==> src/rtl/patrx_pkg.sv <==
package patrx_pkg;
  localparam int REF_W = 32;
  localparam int LEN_W = $clog2(REF_W);
  typedef enum logic {ST_HUNT = 1'b0, ST_LOCK = 1'b1} sync_state_e;
endpackage

==> src/rtl/patrx_rise.sv <==
module patrx_rise (
  input  logic clk,
  input  logic rst_n,
  input  logic req,
  output logic rise
);
  logic req_q;
  always_ff @(posedge clk) begin
    if (!rst_n) req_q <= 1'b0;
    else        req_q <= req;
  end
  assign rise = req & ~req_q;
endmodule

==> src/rtl/patrx_sync.sv <==
module patrx_sync
  import patrx_pkg::*;
#(
  parameter int SYNC_MATCHES = 32,
  parameter int WIN_LEN      = 64,
  parameter int ERR_THRESH   = 6
) (
  input  logic             clk,
  input  logic             rst_n,
  input  logic             bit_en,
  input  logic             bit_in,
  input  logic             cfg_prbs,
  input  logic [LEN_W-1:0] cfg_len,
  input  logic [LEN_W-1:0] cfg_tap,
  input  logic             cfg_auto_off,
  input  logic             resync_rise,
  output logic             locked,
  output logic             count_en,
  output logic             mismatch
);
  localparam int MW = $clog2(SYNC_MATCHES);
  localparam int WW = $clog2(WIN_LEN);
  localparam int EW = $clog2(ERR_THRESH + 1);
  localparam logic [MW-1:0] M_LAST = MW'(SYNC_MATCHES - 1);
  localparam logic [WW-1:0] W_LAST = WW'(WIN_LEN - 1);
  localparam logic [EW-1:0] E_MAX  = EW'(ERR_THRESH);

  sync_state_e      state_q;
  logic [REF_W-1:0] ref_q;
  logic [MW-1:0]    mcnt_q;
  logic [WW-1:0]    wcnt_q;
  logic [EW-1:0]    werr_q;
  logic             pred;
  logic             err_hit;

  assign pred     = ref_q[cfg_len] ^ (cfg_prbs & ref_q[cfg_tap]);
  assign mismatch = bit_in ^ pred;
  assign locked   = (state_q == ST_LOCK);
  assign count_en = bit_en & locked;
  assign err_hit  = mismatch && ((int'(werr_q) + 1) >= ERR_THRESH) && !cfg_auto_off;

  // reference: seeded from data while hunting, free-running when locked
  always_ff @(posedge clk) begin
    if (!rst_n) ref_q <= '0;
    else if (bit_en)
      ref_q <= {ref_q[REF_W-2:0], (locked && !resync_rise) ? pred : bit_in};
  end

  always_ff @(posedge clk) begin
    if (!rst_n) begin
      state_q <= ST_HUNT;
      mcnt_q  <= '0;
      wcnt_q  <= '0;
      werr_q  <= '0;
    end else if (resync_rise) begin
      state_q <= ST_HUNT;
      mcnt_q  <= '0;
      wcnt_q  <= '0;
      werr_q  <= '0;
    end else if (bit_en) begin
      if (state_q == ST_HUNT) begin
        if (mismatch) mcnt_q <= '0;
        else if (mcnt_q == M_LAST) begin
          state_q <= ST_LOCK;
          mcnt_q  <= '0;
          wcnt_q  <= '0;
          werr_q  <= '0;
        end else mcnt_q <= mcnt_q + 1'b1;
      end else begin
        if (err_hit) begin
          state_q <= ST_HUNT;
          wcnt_q  <= '0;
          werr_q  <= '0;
        end else if (wcnt_q == W_LAST) begin
          wcnt_q <= '0;
          werr_q <= '0;
        end else begin
          wcnt_q <= wcnt_q + 1'b1;
          if (mismatch && werr_q != E_MAX) werr_q <= werr_q + 1'b1;
        end
      end
    end
  end
endmodule

==> src/rtl/patrx_counters.sv <==
module patrx_counters #(
  parameter int CNT_W = 32
) (
  input  logic             clk,
  input  logic             rst_n,
  input  logic             count_en,
  input  logic             mismatch,
  input  logic             latch_rise,
  output logic [CNT_W-1:0] bit_lat,
  output logic [CNT_W-1:0] err_lat
);
  logic [CNT_W-1:0] bit_q, err_q;
  logic             err_en;
  assign err_en = count_en & mismatch;

  always_ff @(posedge clk) begin
    if (!rst_n) begin
      bit_q   <= '0;
      err_q   <= '0;
      bit_lat <= '0;
      err_lat <= '0;
    end else if (latch_rise) begin
      bit_lat <= bit_q;
      err_lat <= err_q;
      bit_q   <= count_en ? CNT_W'(1) : '0;
      err_q   <= err_en ? CNT_W'(1) : '0;
    end else begin
      if (count_en && bit_q != '1) bit_q <= bit_q + 1'b1;
      if (err_en && err_q != '1)   err_q <= err_q + 1'b1;
    end
  end
endmodule

==> src/rtl/patrx_top.sv <==
module patrx_top
  import patrx_pkg::*;
#(
  parameter int CNT_W        = 32,
  parameter int SYNC_MATCHES = 32,
  parameter int WIN_LEN      = 64,
  parameter int ERR_THRESH   = 6
) (
  input  logic             clk,
  input  logic             rst_n,
  input  logic             rx_bit,
  input  logic             rx_valid,
  output logic             rx_ready,
  input  logic             tx_bit,
  input  logic             cfg_loopback,
  input  logic             cfg_rx_invert,
  input  logic             cfg_auto_off,
  input  logic             cfg_prbs,
  input  logic [LEN_W-1:0] cfg_len,
  input  logic [LEN_W-1:0] cfg_tap,
  input  logic             resync_req,
  input  logic             latch_ctl,
  input  logic             latch_pin,
  input  logic             capture_ctl,
  input  logic             capture_pin,
  output logic [CNT_W-1:0] bit_count,
  output logic [CNT_W-1:0] err_count,
  output logic [REF_W-1:0] rx_capture,
  output logic             locked
);
  localparam int N_REQ = 3;

  logic             bit_d;
  logic [N_REQ-1:0] req_v, rise_v;
  logic             resync_rise, latch_rise, capture_rise;
  logic             count_en, mismatch;
  logic [REF_W-1:0] hist_q;

  assign rx_ready = 1'b1;
  assign bit_d    = (cfg_loopback ? tx_bit : rx_bit) ^ cfg_rx_invert;
  assign req_v    = {resync_req, latch_ctl | latch_pin, capture_ctl | capture_pin};

  for (genvar g = 0; g < N_REQ; g++) begin : g_rise
    patrx_rise u_rise (.clk(clk), .rst_n(rst_n), .req(req_v[g]), .rise(rise_v[g]));
  end
  assign resync_rise  = rise_v[2];
  assign latch_rise   = rise_v[1];
  assign capture_rise = rise_v[0];

  patrx_sync #(
    .SYNC_MATCHES(SYNC_MATCHES), .WIN_LEN(WIN_LEN), .ERR_THRESH(ERR_THRESH)
  ) u_sync (
    .clk(clk), .rst_n(rst_n), .bit_en(rx_valid), .bit_in(bit_d),
    .cfg_prbs(cfg_prbs), .cfg_len(cfg_len), .cfg_tap(cfg_tap),
    .cfg_auto_off(cfg_auto_off), .resync_rise(resync_rise),
    .locked(locked), .count_en(count_en), .mismatch(mismatch)
  );

  patrx_counters #(.CNT_W(CNT_W)) u_cnt (
    .clk(clk), .rst_n(rst_n), .count_en(count_en), .mismatch(mismatch),
    .latch_rise(latch_rise), .bit_lat(bit_count), .err_lat(err_count)
  );

  always_ff @(posedge clk) begin
    if (!rst_n) begin
      hist_q     <= '0;
      rx_capture <= '0;
    end else begin
      if (rx_valid)     hist_q     <= {hist_q[REF_W-2:0], bit_d};
      if (capture_rise) rx_capture <= hist_q;
    end
  end
endmodule

==> config.mk <==
export PLATFORM = sky130hd
export DESIGN_NAME = patrx_top
export DESIGN_NICKNAME = d
export VERILOG_FILES = /design/src/rtl/patrx_pkg.sv /design/src/rtl/patrx_rise.sv /design/src/rtl/patrx_sync.sv /design/src/rtl/patrx_counters.sv /design/src/rtl/patrx_top.sv
export SDC_FILE = /design/constraint.sdc
export NUM_CORES = 1
export LEC_CHECK = 0
export ABC_AREA = 1
export BUFFER_PORTS_ARGS = -buffer_cell sky130_fd_sc_hd__buf_4
export CAP_MARGIN = 25
export CORE_UTILIZATION = 60
export CTS_CLUSTER_DIAMETER = 60
export CTS_CLUSTER_SIZE = 14
export DETAILED_ROUTE_END_ITERATION = 7
export PLACE_DENSITY = 0.82
export SKIP_CTS_REPAIR_TIMING = 1
export SLEW_MARGIN = 30
export SYNTH_ARGS = -nofsm -noshare
export SYNTH_HDL_FRONTEND = slang
export SYNTH_SLANG_ARGS = --single-unit
export TNS_END_PERCENT = 5
==> constraint.sdc <==
create_clock -name clk -period 3 [get_ports clk]
set_input_delay 0.3 -clock clk [delete_from_list [all_inputs] [get_ports clk]]
set_output_delay 0.3 -clock clk [all_outputs]
set_load 0.01 [all_outputs]
### Word level (Yosys, flattened, before mapping)

Index checks and enable logic that the tools add are counted.

* reductions and logical operators: 15
* $add $sub $neg: 6
* equality and inequality tests: 7
* order comparisons: 3
* mux-type cells: 29
* bitwise gates (word level): 16

Operator list (number)
* two-way mux 32 bit: 4
* adder 32 x 1 -> 32 bit (second input constant): 2
* != test 32 bit (second input constant): 2
* greater-or-equal comparator 32 x 4 -> 1 bit (second input constant): 1
* two-way mux 6 bit: 5
* two-way mux 3 bit: 6
* less-than comparator 5 x 6 -> 1 bit (second input constant): 2
* binary-select mux 1 bit (select 5 bit): 2
* two-way mux 1 bit: 10
* two-way mux 5 bit: 2
* adder 6 x 1 -> 6 bit (second input constant): 1
* bitwise AND 1 bit: 6
* equality test 6 bit (second input constant): 1
* logical AND 1 bit: 6
* nonzero test 2 bit: 3
* adder 5 x 1 -> 5 bit (second input constant): 1
* equality test 5 bit (second input constant): 1
* inverter 1 bit: 5
* adder 3 x 1 -> 4 bit (second input constant): 1
* != test 4 bit (second input constant): 1
* AND reduction 4 bit: 1
* adder 3 x 1 -> 3 bit (second input constant): 1
* != test 3 bit (second input constant): 1
* AND reduction 3 bit: 1
* 6 further kinds: 10

* flip-flop bits (word level): 242
* output and inout bits: 98
* word-level logic and storage cells: 90
* input bits: 24

### Depth between registers and ports, before layout

Gate-level depths: netlist of the first run.

* word-level depth: 10
* mapped depth: 22
* mapped depth without buffers: 19

### Hierarchy

Synthesis of the first run repeated with hierarchy kept, for this count alone.

* cells, all modules: 1607
* area, all modules: 11114.4 µm²

By module, submodules not included
* patrx_counters: area an instance 5915.7 µm², instances 1, seq. area each 2562.5 µm², cells each 858
* patrx_sync: area an instance 2806.4 µm², instances 1, seq. area each 940.9 µm², cells each 442
* patrx_top: area an instance 2279.7 µm², instances 1, seq. area each 1281.2 µm², cells each 292
* patrx_rise: area an instance 37.5 µm², instances 3, seq. area each 20.0 µm², cells each 5

### Worst setup path before layout of the first run

OpenSTA, ideal clock, no wires.

* path type: flip-flop to flip-flop
* start: register u_cnt.bit_q[0]
* end: register u_cnt.bit_q[19]
* setup slack: 1.001 ns
* clock period less this slack: 1.999 ns
* setup time: 0.119 ns
* buffers on the path: 0
* data arrival time: 1.881 ns
* stages on the path, launching flop included: 16
* data required time: 2.881 ns
* path through: dfxtp_1 ha_1 inv_1 nor4_4 nand2_1 nor2_1 nand2_1 nand2_1 nor3_1 nand2_1 nor2_1 nand2_1 nor3_1 nand2_1 nand2_1 a21oi_1

* cells in the longest elaborated chain, start to end: 3
* elaborated cells on any way between the ends: 6
* those cells by class: 1 x add/sub; 1 x eq/ne; 2 x mux; 2 x reduce/logical

RTL lines
* from (decl): line patrx_counters.sv:12 `logic [CNT_W-1:0] bit_q, err_q;`
* from (signal assigned): line patrx_counters.sv:25 `bit_q <= count_en ? CNT_W'(1) : '0;`
* from (signal assigned): line patrx_counters.sv:28 `if (count_en && bit_q != '1) bit_q <= bit_q + 1'b1;`
* adder 32 x 1 -> 32 bit / != test 32 bit (equally long branches): line patrx_counters.sv:28
* two-way mux 32 bit / logical AND 1 bit (equally long branches): line patrx_counters.sv:28
* two-way mux 32 bit / nonzero test 2 bit (equally long branches)

Several ways; a longest one is shown, not always the timed one. The select of a mux whose other input is x is not followed.
A chain may end at the register's enable or synchronous reset.

### Worst setup path after layout of the first run

* start: register u_sync.state_q, in the netlist u_sync.locked
* end: register u_cnt.bit_q[22]

* cells in the longest elaborated chain, start to end: 3

RTL lines
* from (decl): line patrx_sync.sv:28 `sync_state_e state_q;`
* from (signal assigned): line patrx_sync.sv:51 `state_q <= ST_HUNT;`
* from (signal assigned): line patrx_sync.sv:56 `state_q <= ST_HUNT;`
* from (signal assigned): line patrx_sync.sv:64 `state_q <= ST_LOCK;`
* bitwise AND 1 bit: line patrx_sync.sv:39 `assign count_en = bit_en & locked;`
* logical AND 1 bit: line patrx_counters.sv:28
* nonzero test 2 bit (no line)

Every way passes these cells.

==> summary by stage, run 1 <==
Run status
The run finished with clean final reports.

Route
In the detailed route, the total length drawn on met3 is ~1600 um. The number of DRC violations after detailed routing is 0. The highest metal layer used by the detailed router is met4. Using the TritonRoute via totals, the vias-per-cell ratio works out to 5.56. The detailed router placed slightly above 10000 vias in this run. In the final routing, the length of wire on met1 measures 12200 um. The DRC marker count from the first detailed-route iteration is 821.

The overall routed net length is 26200 um. The detailed-routing iteration count for the pre-antenna-repair pass is 5. In the final routed layout, each cell accounts on average for approximately 14 um. Wire segments on met2 add up to around 12000 um in the final route. Once detail routing completed, the nets flagged for antenna violations numbered 0.

Logic synthesis
The summed instance area of the synthesized netlist is 0.0108 sq mm. The share of the synthesized area in the top cell type is 0.449. The number of nets in the synthesized netlist is between 1500 and 2000. The share of async-settable or async-resettable flops after synthesis is 0. Counting flops and latches in the post-synthesis netlist gives 242. Yosys mapped a number of flops with a built-in enable equal to 0. Among all flip-flop cells after synthesis, the most frequent one is sky130_fd_sc_hd__dfxtp_1. By area the synthesized netlist is led by sky130_fd_sc_hd__dfxtp_1 (45%), sky130_fd_sc_hd__nor2_1 (9.8%), sky130_fd_sc_hd__o21ai_0 (8.6%). During synthesis, Yosys emitted a total of 0 warnings. The share of the Yosys chip area taken by registers is 0.449. The adder and majority gate portion of the synthesized area is 0.00927.

Of the total synthesized cell area, the portion taken by AND, OR, NAND and NOR gates is 0.290. The xor and xnor area share after synthesis is 0.0162. The cell count after synthesis came out at about 1500. After synthesis, the share of cell area in mux cells is 0.00104.

The mean instance size in the synthesized netlist is 7.05 sq um. The area fraction in compound gates after synthesis is 0.155. The unique cell type count in the Yosys netlist is 46. Summed over all instances, the cell type with the most area after synthesis is sky130_fd_sc_hd__dfxtp_1. The main combinational cell family by area after synthesis is simple AND/OR/NAND/NOR gates.

CTS
In this run the deepest clock path goes through 3 buffers. The post-CTS clock slew at the launch and capture registers of the worst setup and hold paths is ~0.06 ns. The clock tree from TritonCTS is done.

The maximum level of the CTS H-tree is 1. The number of clock buffers added by TritonCTS is 21. Clock latency on the worst-skew pair, taken at its later pin, is 0.50 ns. The total number of clock tree sinks is approximately 240. The root buffer cell chosen for the clock tree is sky130_fd_sc_hd__clkbuf_16.

Final layout
In the final layout, the share of cells above drive strength 1 is 0.113. The net count reported at finish is approximately 1600. With fillers left out, the area of the finished cells amounts to about 0.012 sq mm. The synthesis-to-layout area growth is 13.8%. Measured on the finished design, the core utilization comes to 0.705.

The number of antenna diodes in the final layout is 0. The count of cells in the finished layout, fillers not included, comes to about 1800.

GRT
The first-pass GRT wire length is between 40000 and 50000 um. Entering global routing, the biggest net connects approximately 130 pins. After global routing the overflow that remains totals 0. The overall routing resource usage is 0.283. The number of antenna violations at the first check in global routing is 0. The number of global-route vias before repair is a little over 9000.

Timing
Summed over all failing endpoints, the final setup total negative slack is 0 ns. The total count of hold-check failures in the final report came to 0. The clock arrives with ~0.01 ns of skew. The transition time at the pin with the least slew margin is roughly 0.64 ns. The max-slew violation count is 0. Of the available clock period, the critical path in the final layout requires 0.845. Setup repair after global routing left no endpoint under its margin.

The clock period could shrink to approximately 2.5 ns. Derived from the worst setup path, the maximum achievable clock frequency is between 0.3 and 0.4 GHz. Measured against its own limit, the worst slew margin works out to 0.573. The count of endpoints failing setup in the final report is 0.

Worst hold path
The startpoint of the tightest hold check path is resync_req. The worst min-delay path class is in -> reg.

Placed design
The congestion estimate from routability-driven global placement came to 0.925. The detailed placer's ending HPWL is 17400 um. The number of placed instances, taps included is about 1800. Once placement finished, the instance area stood at around 0.012 sq mm. The number of buffer cells added on primary ports is 120.

Pwr
The leakage power of the design is about 4.9 nW. The peak supply drop is 0.538 mV. Total power for the finished layout comes to between 6 and 7 mW. Power spread over the standard cell area amounts to 535 mW/mm^2.

Flow run
The count of max-cap constraint violations is 0.

Floorplanning
The I/O pin count is ~120. In this run the vertical extent of the chip is 136 um. The area inside the core boundary is ~0.017 sq mm. The area of the die is 0.0185 sq mm. The overall die width is about 140 um. The initialized floorplan defines 48 standard-cell rows.

The initial standard-cell utilization of the core is 0.620.

Worst setup path
The worst setup path is launched from a flop. The critical path class is reg -> reg. The worst setup path is captured at a flop. The worst-path maximum fanout is 10. The arrival time reported for the critical path endpoint is slightly below 3 ns. STA puts the critical path data required time at ~3.4 ns.

The worst register-to-register path begins at u_sync.locked. The worst setup path startpoint is u_sync.locked.
[report_power, final]
part | internal (mW) | switching (mW) | total (mW)
Combinational | 0.281 | 0.450 | 0.731
Clock | 1.27 | 1.11 | 2.37
Sequential | 3.37 | 0.0962 | 3.46
[layer usage]
layer  global-route usage  up-vias
li1                     -     5167
met1                0.398     4684
met2                0.463      321
met3               0.0287       39
met4               0.0710        0
met5                    0        -
[cells in the mapped netlist (all sizes together), types with 7 or more instances]
master,instances
a21oi,123
ha,8
xor2,13
dfxtp,242
nand4,23
buf,18
clkbuf,57
nor2,286
xnor2,7
nand3,100
inv,126
nor3,45
nor4,13
o21ai,194
nand2,249
[final timing paths]
kind                                 end  slack (ns)  cells after the start
hold / removal    g_rise[2].u_rise.req_q        0.04                      3
setup / recovery         u_cnt.bit_q[22]        0.46                      9
hold reg to reg           u_cnt.bit_q[5]        0.44                      1
setup reg to reg         u_cnt.bit_q[22]        0.46                      9
[critical path, stage by stage, from the launching register on]
cell and delay [ns]:
sky130_fd_sc_hd__dfxtp_1 0.52, sky130_fd_sc_hd__nand2_1 0.25, sky130_fd_sc_hd__inv_1 0.17, sky130_fd_sc_hd__nand2_1 0.20, sky130_fd_sc_hd__inv_2 0.23, sky130_fd_sc_hd__nand4_1 0.23
sky130_fd_sc_hd__nor4_1 0.46, sky130_fd_sc_hd__nand2_1 0.16, sky130_fd_sc_hd__nor2_1 0.15, sky130_fd_sc_hd__nor2_1 0.06
[state kept, by name (all words and copies together) (netlist names)]
register / flops
u_cnt.err_lat: 32
u_sync.mcnt_q: 5
u_cnt.err_q: 32
u_sync.ref_q: 32
u_sync.wcnt_q: 6
hist_q: 32
rx_capture: 32
u_cnt.bit_q: 32
g_rise.u_rise.req_q: 3
u_sync.werr_q: 3
u_sync.locked: 1
u_cnt.bit_lat: 32
[placed cells by master, fill, tap and decap left out, drive strengths merged, types with 8 or more instances in the layout]
cell,synthesis,final
nand2,249,249
inv,126,127
xor2,13,13
nor2,286,286
buf,18,131
a21oi,123,123
nor4,13,13
clkbuf,57,22
nand3,100,100
ha,8,8
dfxtp,242,242
o21ai,194,194
nand4,23,23
nor3,45,45
[final cells by class]
| type | instances | area, sq um |
|---|---|---|
| fill | 1520 | 5130 |
| tap | 225 | 282 |
| timing repair buffer | 131 | 996 |
| inverter | 129 | 494 |
| clock inverter | 1 | 8.76 |
| sequential | 242 | 4840 |
| multi-input combinational | 1085 | 5120 |
| clock buffer | 22 | 539 |
[through the flow]
stage | worst slack, ns | hold slack (ns)
floorplan | 1.00 | 0.393
global placement | 0.432 | 0.426
detailed placement | 0.390 | 0.429
CTS | 0.503 | 0.0181
global route | 0.179 | 0.0382
finish | 0.465 | 0.0368
[kinds of logic (layout without fill, tap and decap cells)]
| group | after synthesis | in the layout |
|---|---|---|
| fa+ha+maj | 8 | 8 |
| compound gates | 329 | 329 |
| buf+inv | 204 | 283 |
| xor+xnor | 20 | 20 |
| mux | 1 | 1 |
| other cells | 1 | 1 |
| flops | 242 | 242 |
| simple gates | 726 | 726 |
(Power assumes the default switching activity.)
==> run 2: changes to the inputs <==
--- a/config.mk
+++ b/config.mk
@@ -5,14 +5,14 @@
 export SDC_FILE = /design/constraint.sdc
 export NUM_CORES = 1
 export LEC_CHECK = 0
-export ABC_AREA = 1
+export ABC_AREA = 0
 export BUFFER_PORTS_ARGS = -buffer_cell sky130_fd_sc_hd__buf_4
 export CAP_MARGIN = 25
-export CORE_UTILIZATION = 60
+export CORE_UTILIZATION = 53
 export CTS_CLUSTER_DIAMETER = 60
 export CTS_CLUSTER_SIZE = 14
 export DETAILED_ROUTE_END_ITERATION = 7
-export PLACE_DENSITY = 0.82
+export PLACE_DENSITY = 0.76
 export SKIP_CTS_REPAIR_TIMING = 1
 export SLEW_MARGIN = 30
 export SYNTH_ARGS = -nofsm -noshare
==> constraint.sdc (replaced) <==
create_clock -name clk -period 2.16 [get_ports clk]
set_input_delay 0.216 -clock clk [delete_from_list [all_inputs] [get_ports clk]]
set_output_delay 0.216 -clock clk [all_outputs]
set_load 0.01 [all_outputs]
==> run 2 against run 1 <==
  * Combinational power rose by 2.9%
  * Area after synthesis is 2.3% lower
  * Critical path depth grew 2
  * First-iteration DRC count shrank 49%
  * Largest power group unchanged
  * Worst hold slack got worse by 0.058 ns
  * Clock skew grew 0.00080 ns
  * Fmax is 5.1% lower
  * The flow now finishes with violations (hold timing, setup timing)
  * Sequential share of layout area decreased by 3.2 points
  * Sequential cell count unchanged
==> summary by stage, run 2 <==
Run status
Outcome: finished with violations (was finished clean). The final reports fail on hold timing, setup timing.

GRT
The first-pass GRT wire length is 37100 um (was 43600 um). The number of antenna violations at the first check in global routing was 0 (unchanged). The remaining global-route overflow is 0 (unchanged). The maximum number of pins on one net before global-route repair is 116 (was 132).

The number of global-route vias before repair came to 7864 (was 9233). The overall routing resource usage was 0.220 (was 0.283).

Logic synthesis
The total nets after synthesis is 1197 (was 1563). Most used standard cells in the synthesized netlist: sky130_fd_sc_hd__nand2_1 (243), sky130_fd_sc_hd__dfxtp_1 (242), sky130_fd_sc_hd__a21boi_0 (96), sky130_fd_sc_hd__mux2i_1 (85), sky130_fd_sc_hd__nor2b_1 (70) (was sky130_fd_sc_hd__nor2_1 (282), sky130_fd_sc_hd__dfxtp_1 (242), sky130_fd_sc_hd__nand2_1 (242), sky130_fd_sc_hd__o21ai_0 (186), sky130_fd_sc_hd__a21oi_1 (123)). The number of synthesized register bits is 242 (unchanged). The synthesized netlist cell count is 1165 (was 1531).

The cell taking the most area after synthesis is sky130_fd_sc_hd__dfxtp_1 (unchanged). The summed instance area of the synthesized netlist is 0.0106 sq mm (was 0.0108 sq mm). The mean instance size in the synthesized netlist is 9.06 sq um (was 7.05 sq um). The predominant post-synthesis flop cell is sky130_fd_sc_hd__dfxtp_1 (unchanged). The share of the synthesized area in the top cell type is 0.459 (was 0.449). The number of synthesized flops with an enable pin was 0 (unchanged). Cell types occupying the most area after synthesis: sky130_fd_sc_hd__dfxtp_1 (46%), sky130_fd_sc_hd__nand2_1 (8.6%), sky130_fd_sc_hd__mux2i_1 (8.1%) (was sky130_fd_sc_hd__dfxtp_1 (45%), sky130_fd_sc_hd__nor2_1 (9.8%), sky130_fd_sc_hd__o21ai_0 (8.6%)). The sequential fraction of the synthesis area is 0.459 (was 0.449). The library cell with the highest instance count after synthesis is sky130_fd_sc_hd__nand2_1 (was sky130_fd_sc_hd__nor2_1). The number of warnings reported in the yosys synthesis log is 0 (unchanged). The unique cell type count in the Yosys netlist is 54 (was 46). The share of async-settable or async-resettable flops after synthesis came to 0 (unchanged).

Floorplanning
The area of the die is 0.0205 sq mm (was 0.0185 sq mm). The area inside the core boundary is 0.0195 sq mm (was 0.0174 sq mm). The site row count came to 51 (was 48). The initial standard-cell utilization of the core was 0.542 (was 0.620).

The height of the die came to 143 um (was 136 um). The I/O pin count is 122 (unchanged). The overall die width is 143 um (was 136 um).

Route
The overall routed net length came to 22900 um (was 26200 um). The DRC marker count from the first detailed-route iteration is 415 (was 821). The number of DRC violations after detailed routing is 0 (unchanged).

The average wire per cell in the routed design is 13.9 um (was 14.3 um). The number of routed nets with antenna violations is 0 (unchanged). The detailed-routing iteration count for the pre-antenna-repair pass is 4 (was 5).

The post-detailed-route via-to-cell ratio is 5.17 (was 5.56). The via count is 8530 (was 10211).

CTS
The number of buffers inserted during clock tree synthesis came to 21 (unchanged). The post-CTS clock slew at the launch and capture registers of the worst setup and hold paths came to 0.07 ns (was 0.06 ns). The clock root buffer is sky130_fd_sc_hd__clkbuf_16 (unchanged). The maximum level of the CTS H-tree was 1 (unchanged). The total number of clock tree sinks is 242 (unchanged). The maximum root-to-sink buffer count was 3 (unchanged). The clock latency at the later pin of the worst-skew pair is 0.50 ns (about the same).

The clock tree from TritonCTS is done (unchanged).

Worst setup path
The critical path class is reg -> reg (unchanged). The type of element capturing the critical path is a flop (unchanged). Cells along the critical path: mux4_2, nor2b_4, a211o_1, a21oi_2, a211oi_2, xnor3_2, buf_4, buf_4, clkbuf_16, or3_1, a21oi_1 (was nand2_1, inv_1, nand2_1, inv_2, nand4_1, nor4_1, nand2_1, nor2_1, nor2_1). The critical path's top delay family is compound AO/OA/AOI/OAI gates (was simple AND/OR/NAND/NOR gates).

The slowest cell on the critical path is sky130_fd_sc_hd__mux4_2 (was sky130_fd_sc_hd__dfxtp_1). The critical path data required time is 2.58 ns (was 3.39 ns). The arrival time reported for the critical path endpoint is 3.10 ns (was 2.92 ns).

The longest individual stage delay on the worst path is 0.46 ns (was 0.52 ns). The worst-path maximum fanout was 7 (was 10). The number of buffers and inverters on the critical path came to 3 (was 2).

The register-to-register setup slack is -0.51 ns (was 0.46 ns). The type of origin of the critical path is a flop (unchanged). The cell occurring most often along the worst timing path is sky130_fd_sc_hd__buf_4 (was sky130_fd_sc_hd__nand2_1).

Final layout
The count of placed standard cells in the final layout, fillers left out came to 1649 (was 1835). The fraction of the core area covered by cells at the end of the flow is 0.687 (was 0.705). The synthesis-to-layout area growth is 26.8% (was 13.8%).

The final-layout fill cell count was 1555 (was 1520). The area taken by flip-flops and latches is 0.00485 sq mm (was 0.00484 sq mm). The net count reported at finish is 1414 (was 1642). The most frequent standard cell in the layout excluding fill and tap cells is sky130_fd_sc_hd__buf_4 (was sky130_fd_sc_hd__nor2_1). The count of inserted antenna diode cells is 0 (unchanged). Top library cells by usage in the layout, fill and taps aside: sky130_fd_sc_hd__buf_4 (256), sky130_fd_sc_hd__nand2_1 (240), sky130_fd_sc_hd__dfxtp_1 (237), sky130_fd_sc_hd__a21boi_0 (96), sky130_fd_sc_hd__mux2i_1 (85) (was sky130_fd_sc_hd__nor2_1 (281), sky130_fd_sc_hd__nand2_1 (242), sky130_fd_sc_hd__dfxtp_1 (242), sky130_fd_sc_hd__o21ai_0 (186), sky130_fd_sc_hd__buf_4 (130)). The layout cell share with drive strength beyond 1 is 0.255 (was 0.113).

The combined area of the multi-input logic cells is 0.00554 sq mm (was 0.00512 sq mm).

Timing
The max-slew violation count is 0 (unchanged). The smallest setup slack after layout came to -0.512 ns (was 0.465 ns). The transition time at the pin with the least slew margin was 0.906 ns (was 0.640 ns). The maximum clock frequency is 0.374 GHz (was 0.394 GHz).

The final critical-path share of the clock period is 1.24 (was 0.845). The final critical-path required period is 2.67 ns (was 2.54 ns). The total count of hold-check failures in the final report came to 1 (was 0). The final setup TNS is -16.17 ns (was 0 ns). The tightest hold margin is -0.0212 ns (was 0.0368 ns). The count of endpoints failing setup in the final report is 47 (was 0). The final clock skew is 0.0111 ns (was 0.0103 ns). The headroom to the max-slew limit is 0.396 (was 0.573). Unrepaired setup endpoints after global routing: true (was false).

Placed design
The number of buffer cells added on primary ports is 120 (unchanged). The number of placed instances, taps included came to 1618 (was 1812). The detailed placer's ending HPWL was 15300 um (was 17400 um). The routability congestion estimate from global placement is 0.871 (was 0.925).

Pwr
The peak supply drop is 0.614 mV (was 0.538 mV). The power density of the placed cells was 639 mW/mm^2 (was 535 mW/mm^2). The leakage power of the design is 5.15 nW (was 4.92 nW). The post-layout total power is 8.55 mW (was 6.57 mW).

Flow run
The count of max-cap constraint violations is 0 (unchanged).

Worst hold path
The worst min-delay path class is in -> reg (unchanged).
## run 2: tightest hold or removal path, delay by kind of cell
family	cells	cell delay, ns
buf+inv	1	0.08
simple gates	2	0.14
## run 2: report_power, final
group | internal [mW] | total (mW) | switching [mW] | leakage [nW]
Clock | 1.74 | 3.31 | 1.57 | 0.265
Combinational | 0.331 | 0.752 | 0.421 | 2.93
Sequential | 4.47 | 4.48 | 0.0103 | 1.95
## run 2: final timing paths
check	endpoint	startpoint	cells past startpoint
min reg2reg	u_cnt.err_lat[9]	u_cnt.err_lat[9]	2
max reg2reg	u_cnt.err_q[24]	u_sync.ref_q[6]	11
max	u_cnt.err_q[24]	u_sync.ref_q[6]	11
min	g_rise[0].u_rise.req_q	capture_ctl	3
## run 2: routing by layer
layer | GRT usage | share of wire
met5 | 0 | 0
met3 | 0.0349 | 0.046
met1 | 0.290 | 0.47
met2 | 0.378 | 0.47
met4 | 0.0492 | 0.013
## run 2: area by class of cell
type	instances	share of cell area
Clock buffer	23	0.0399
Clock inverter	2	0.000936
Inverter	13	0.00365
Multi-Input combinational cell	838	0.414
Sequential cell	242	0.363
Tap cell	265	0.0248
Timing Repair Buffer	266	0.154
## run 2: per-stage QoR
| step | cell area, sq um | setup slack, ns |
|---|---|---|
| floorplan | 10600 | -0.359 |
| global placement | 12500 | -0.540 |
| detailed placement | 12500 | -0.638 |
| CTS | 13100 | -0.485 |
| global route | 13400 | -0.624 |
| finish | 13400 | -0.512 |
## run 2: cells by family (layout without fill, tap and decap cells)
family,Yosys count,in the layout,share of synthesized area
mux,93,93,0.0977
compound gates,168,168,0.112
xor+xnor,53,53,0.0454
buf+inv,85,304,0.0349
flops,242,242,0.459
simple gates,515,515,0.241
other cells,1,1,0.000355
fa+ha+maj,8,8,0.00949
==> run 3: changes to the inputs <==
--- a/config.mk
+++ b/config.mk
@@ -10,9 +10,10 @@
 export CAP_MARGIN = 25
 export CORE_UTILIZATION = 53
 export CTS_CLUSTER_DIAMETER = 60
-export CTS_CLUSTER_SIZE = 14
 export DETAILED_ROUTE_END_ITERATION = 7
 export PLACE_DENSITY = 0.76
+export RECOVER_POWER = 50
+export REMOVE_ABC_BUFFERS = 1
 export SKIP_CTS_REPAIR_TIMING = 1
 export SLEW_MARGIN = 30
 export SYNTH_ARGS = -nofsm -noshare
==> run 3 against run 2 <==
  * The run ends with hold timing, capacitance limit, slew limit, setup timing left
  * Wire length up 1.7%
  * Worst setup slack got worse by 0.078 ns
  * Register-to-register slack lost 0.08 ns
  * Critical path type unchanged
  * Global-route usage up 0.39 points
  * Power is 13% higher
  * Combinational power down 3.6%
  * Critical endpoint is now u_cnt.err_q[1]
  * Highest routed layer unchanged
==> summary by stage, run 3 (synthesis gave the netlist of run 2 again) <==
Run status
Outcome: finished with violations (unchanged). Violated checks: hold timing, capacitance limit, slew limit, setup timing (was hold timing, setup timing).

Route
The average wire per cell in the routed design is 14.0 um (was 13.9 um). The overall routed net length was 23300 um (was 22900 um). The number of DRC violations after detailed routing came to 0 (unchanged). The number of routed nets with antenna violations is 0 (unchanged). The post-detailed-route via-to-cell ratio is 5.16 (was 5.17). The detailed-routing iteration count for the pre-antenna-repair pass came to 5 (was 4). The DRC marker count from the first detailed-route iteration is 451 (was 415). The via count is 8590 (was 8530).

Placed design
The number of buffer cells added on primary ports came to 120 (unchanged). The worst-case setup slack after placement is -0.832 ns (was -0.638 ns). The number of placed instances, taps included is 1615 (was 1618). The detailed placer's ending HPWL was 15400 um (was 15300 um). The cell area after placement is 0.0125 sq mm (about the same). The routability congestion estimate from global placement is 0.843 (was 0.871).

Final layout
The count of inserted antenna diode cells is 0 (unchanged). The synthesis-to-layout area growth came to 25.4% (was 26.8%). The net count reported at finish is 1416 (was 1414). Top library cells by usage in the layout, fill and taps aside: sky130_fd_sc_hd__nand2_1 (239), sky130_fd_sc_hd__dfxtp_1 (239), sky130_fd_sc_hd__buf_4 (152), sky130_fd_sc_hd__clkbuf_1 (104), sky130_fd_sc_hd__a21boi_0 (96) (was sky130_fd_sc_hd__buf_4 (256), sky130_fd_sc_hd__nand2_1 (240), sky130_fd_sc_hd__dfxtp_1 (237), sky130_fd_sc_hd__a21boi_0 (96), sky130_fd_sc_hd__mux2i_1 (85)).

The final cell area excluding filler cells is 0.0132 sq mm (was 0.0134 sq mm). The count of placed standard cells in the final layout, fillers left out is 1666 (was 1649). The fraction of the core area covered by cells at the end of the flow is 0.680 (was 0.687). The layout cell share with drive strength beyond 1 came to 0.192 (was 0.255).

CTS
The clock root buffer is sky130_fd_sc_hd__clkbuf_16 (unchanged). The clock tree from TritonCTS was done (unchanged). The clock latency at the later pin of the worst-skew pair is 0.52 ns (was 0.50 ns). The maximum root-to-sink buffer count is 3 (unchanged). The number of buffers inserted during clock tree synthesis is 26 (was 21). The post-CTS clock slew at the launch and capture registers of the worst setup and hold paths is 0.06 ns (was 0.07 ns). The maximum level of the CTS H-tree is 1 (unchanged). The total number of clock tree sinks came to 242 (unchanged).

Pwr
The leakage power of the design is 4.87 nW (was 5.15 nW). The post-layout total power is 9.69 mW (was 8.55 mW). The power density of the placed cells is 733 mW/mm^2 (was 639 mW/mm^2).

The internal power contribution is 7.54 mW (was 6.54 mW). The share of power burned in registers is 0.463 (was 0.525). The peak supply drop is 0.582 mV (was 0.614 mV). The switching share of power is 0.222 (was 0.234). The combinational fraction of design power is 0.075 (was 0.088). The clock share of power was 0.463 (was 0.387). The net load switching power was 2.16 mW (was 2.00 mW).

Timing
The total count of hold-check failures in the final report is 1 (unchanged). The final clock skew is 0.00994 ns (was 0.0111 ns). The final setup TNS came to -17.09 ns (was -16.17 ns). The final critical-path required period is 2.75 ns (was 2.67 ns). The headroom to the max-slew limit is -0.120 (was 0.396).

The maximum clock frequency is 0.364 GHz (was 0.374 GHz). Unrepaired setup endpoints after global routing: true (unchanged). The max-slew violation count is 111 (was 0).

The transition time at the pin with the least slew margin is 1.68 ns (was 0.906 ns). The count of endpoints failing setup in the final report was 47 (unchanged). The smallest setup slack after layout is -0.590 ns (was -0.512 ns). The final critical-path share of the clock period was 1.27 (was 1.24). The tightest hold margin is -0.00104 ns (was -0.0212 ns).

Floorplanning
The I/O pin count is 122 (unchanged). The initial standard-cell utilization of the core came to 0.542 (unchanged). The area inside the core boundary came to 0.0195 sq mm (unchanged).

The area of the die is 0.0205 sq mm (unchanged). The height of the die was 143 um (unchanged). The site row count is 51 (unchanged). The overall die width is 143 um (unchanged).

GRT
The global routing met2 resource utilization is 0.365 (was 0.378). The first-pass GRT wire length is 38000 um (was 37100 um). The number of antenna violations at the first check in global routing is 0 (unchanged). The overall routing resource usage is 0.224 (was 0.220).

The number of global-route vias before repair was 8002 (was 7864). The maximum number of pins on one net before global-route repair is 111 (was 116). The busiest metal layer after global routing was met2 (unchanged). The met1 layer usage reported by global route is 0.311 (was 0.290). The remaining global-route overflow is 0 (unchanged). The global-route track usage on met3 is 0.0335 (was 0.0349).

Worst setup path
The type of origin of the critical path is a flop (unchanged). The critical path's top delay family is simple AND/OR/NAND/NOR gates (was compound AO/OA/AOI/OAI gates). The arrival time reported for the critical path endpoint is 3.14 ns (was 3.10 ns). The number of buffers and inverters on the critical path is 4 (was 3). The critical path class is reg -> reg (unchanged).

The longest individual stage delay on the worst path is 0.49 ns (was 0.46 ns). The slowest cell on the critical path was sky130_fd_sc_hd__xnor3_2 (was sky130_fd_sc_hd__mux4_2). The critical path data required time is 2.55 ns (was 2.58 ns). The type of element capturing the critical path is a flop (unchanged).

The worst-path maximum fanout is 8 (was 7). Cells along the critical path: buf_4, mux2i_2, a22oi_1, nand4b_1, a21oi_1, nor3_2, buf_4, xnor3_2, buf_12, buf_12, or3_4, mux2i_1, nor2_1 (was mux4_2, nor2b_4, a211o_1, a21oi_2, a211oi_2, xnor3_2, buf_4, buf_4, clkbuf_16, or3_1, a21oi_1).

Flow run
The count of max-cap constraint violations is 1 (was 0).

Worst hold path
The worst min-delay path class is in -> reg (unchanged).
-- run 3: worst paths after layout --
path                                 end         startpoint  depth (start not counted)  slack (ns)
setup / recovery          u_cnt.err_q[1]   u_sync.ref_q[11]                         13       -0.59
hold / removal    g_rise[1].u_rise.req_q          latch_ctl                          3      -0.001
setup reg to reg          u_cnt.err_q[1]   u_sync.ref_q[11]                         13       -0.59
hold reg to reg        u_cnt.bit_lat[30]  u_cnt.bit_lat[30]                          2        0.46
-- run 3: worst min-delay path, stage by stage --
cell	delay, ns
sky130_fd_sc_hd__buf_4	0.07
sky130_fd_sc_hd__nor2_1	0.08
sky130_fd_sc_hd__nor2b_1	0.11
-- run 3: final cells by class --
class	instances	area, sq um
clock inverters	9	124
inverters	13	48.8
well taps	265	332
clock buffers	36	739
repair buffers	263	1670
flip-flops and latches	242	4850
fillers	1644	6230
multi-input cells	838	5470
-- run 3: metal layers --
metal	vias up	routed length, um
met3	27	949
li1	4367	-
met5	-	0
met2	165	10900
met4	0	305
met1	4031	11100
-- run 3: power by group through the flow --
stage                     sequential (mW)  clock, mW  combinational, mW
after CTS                            4.49       4.55              0.655
after global placement               4.58          0              0.645
after global routing                 4.48       4.72              0.783
after detailed placement             4.58          0              0.653
final                                4.49       4.48              0.725
after floorplan                      4.58          0              0.299
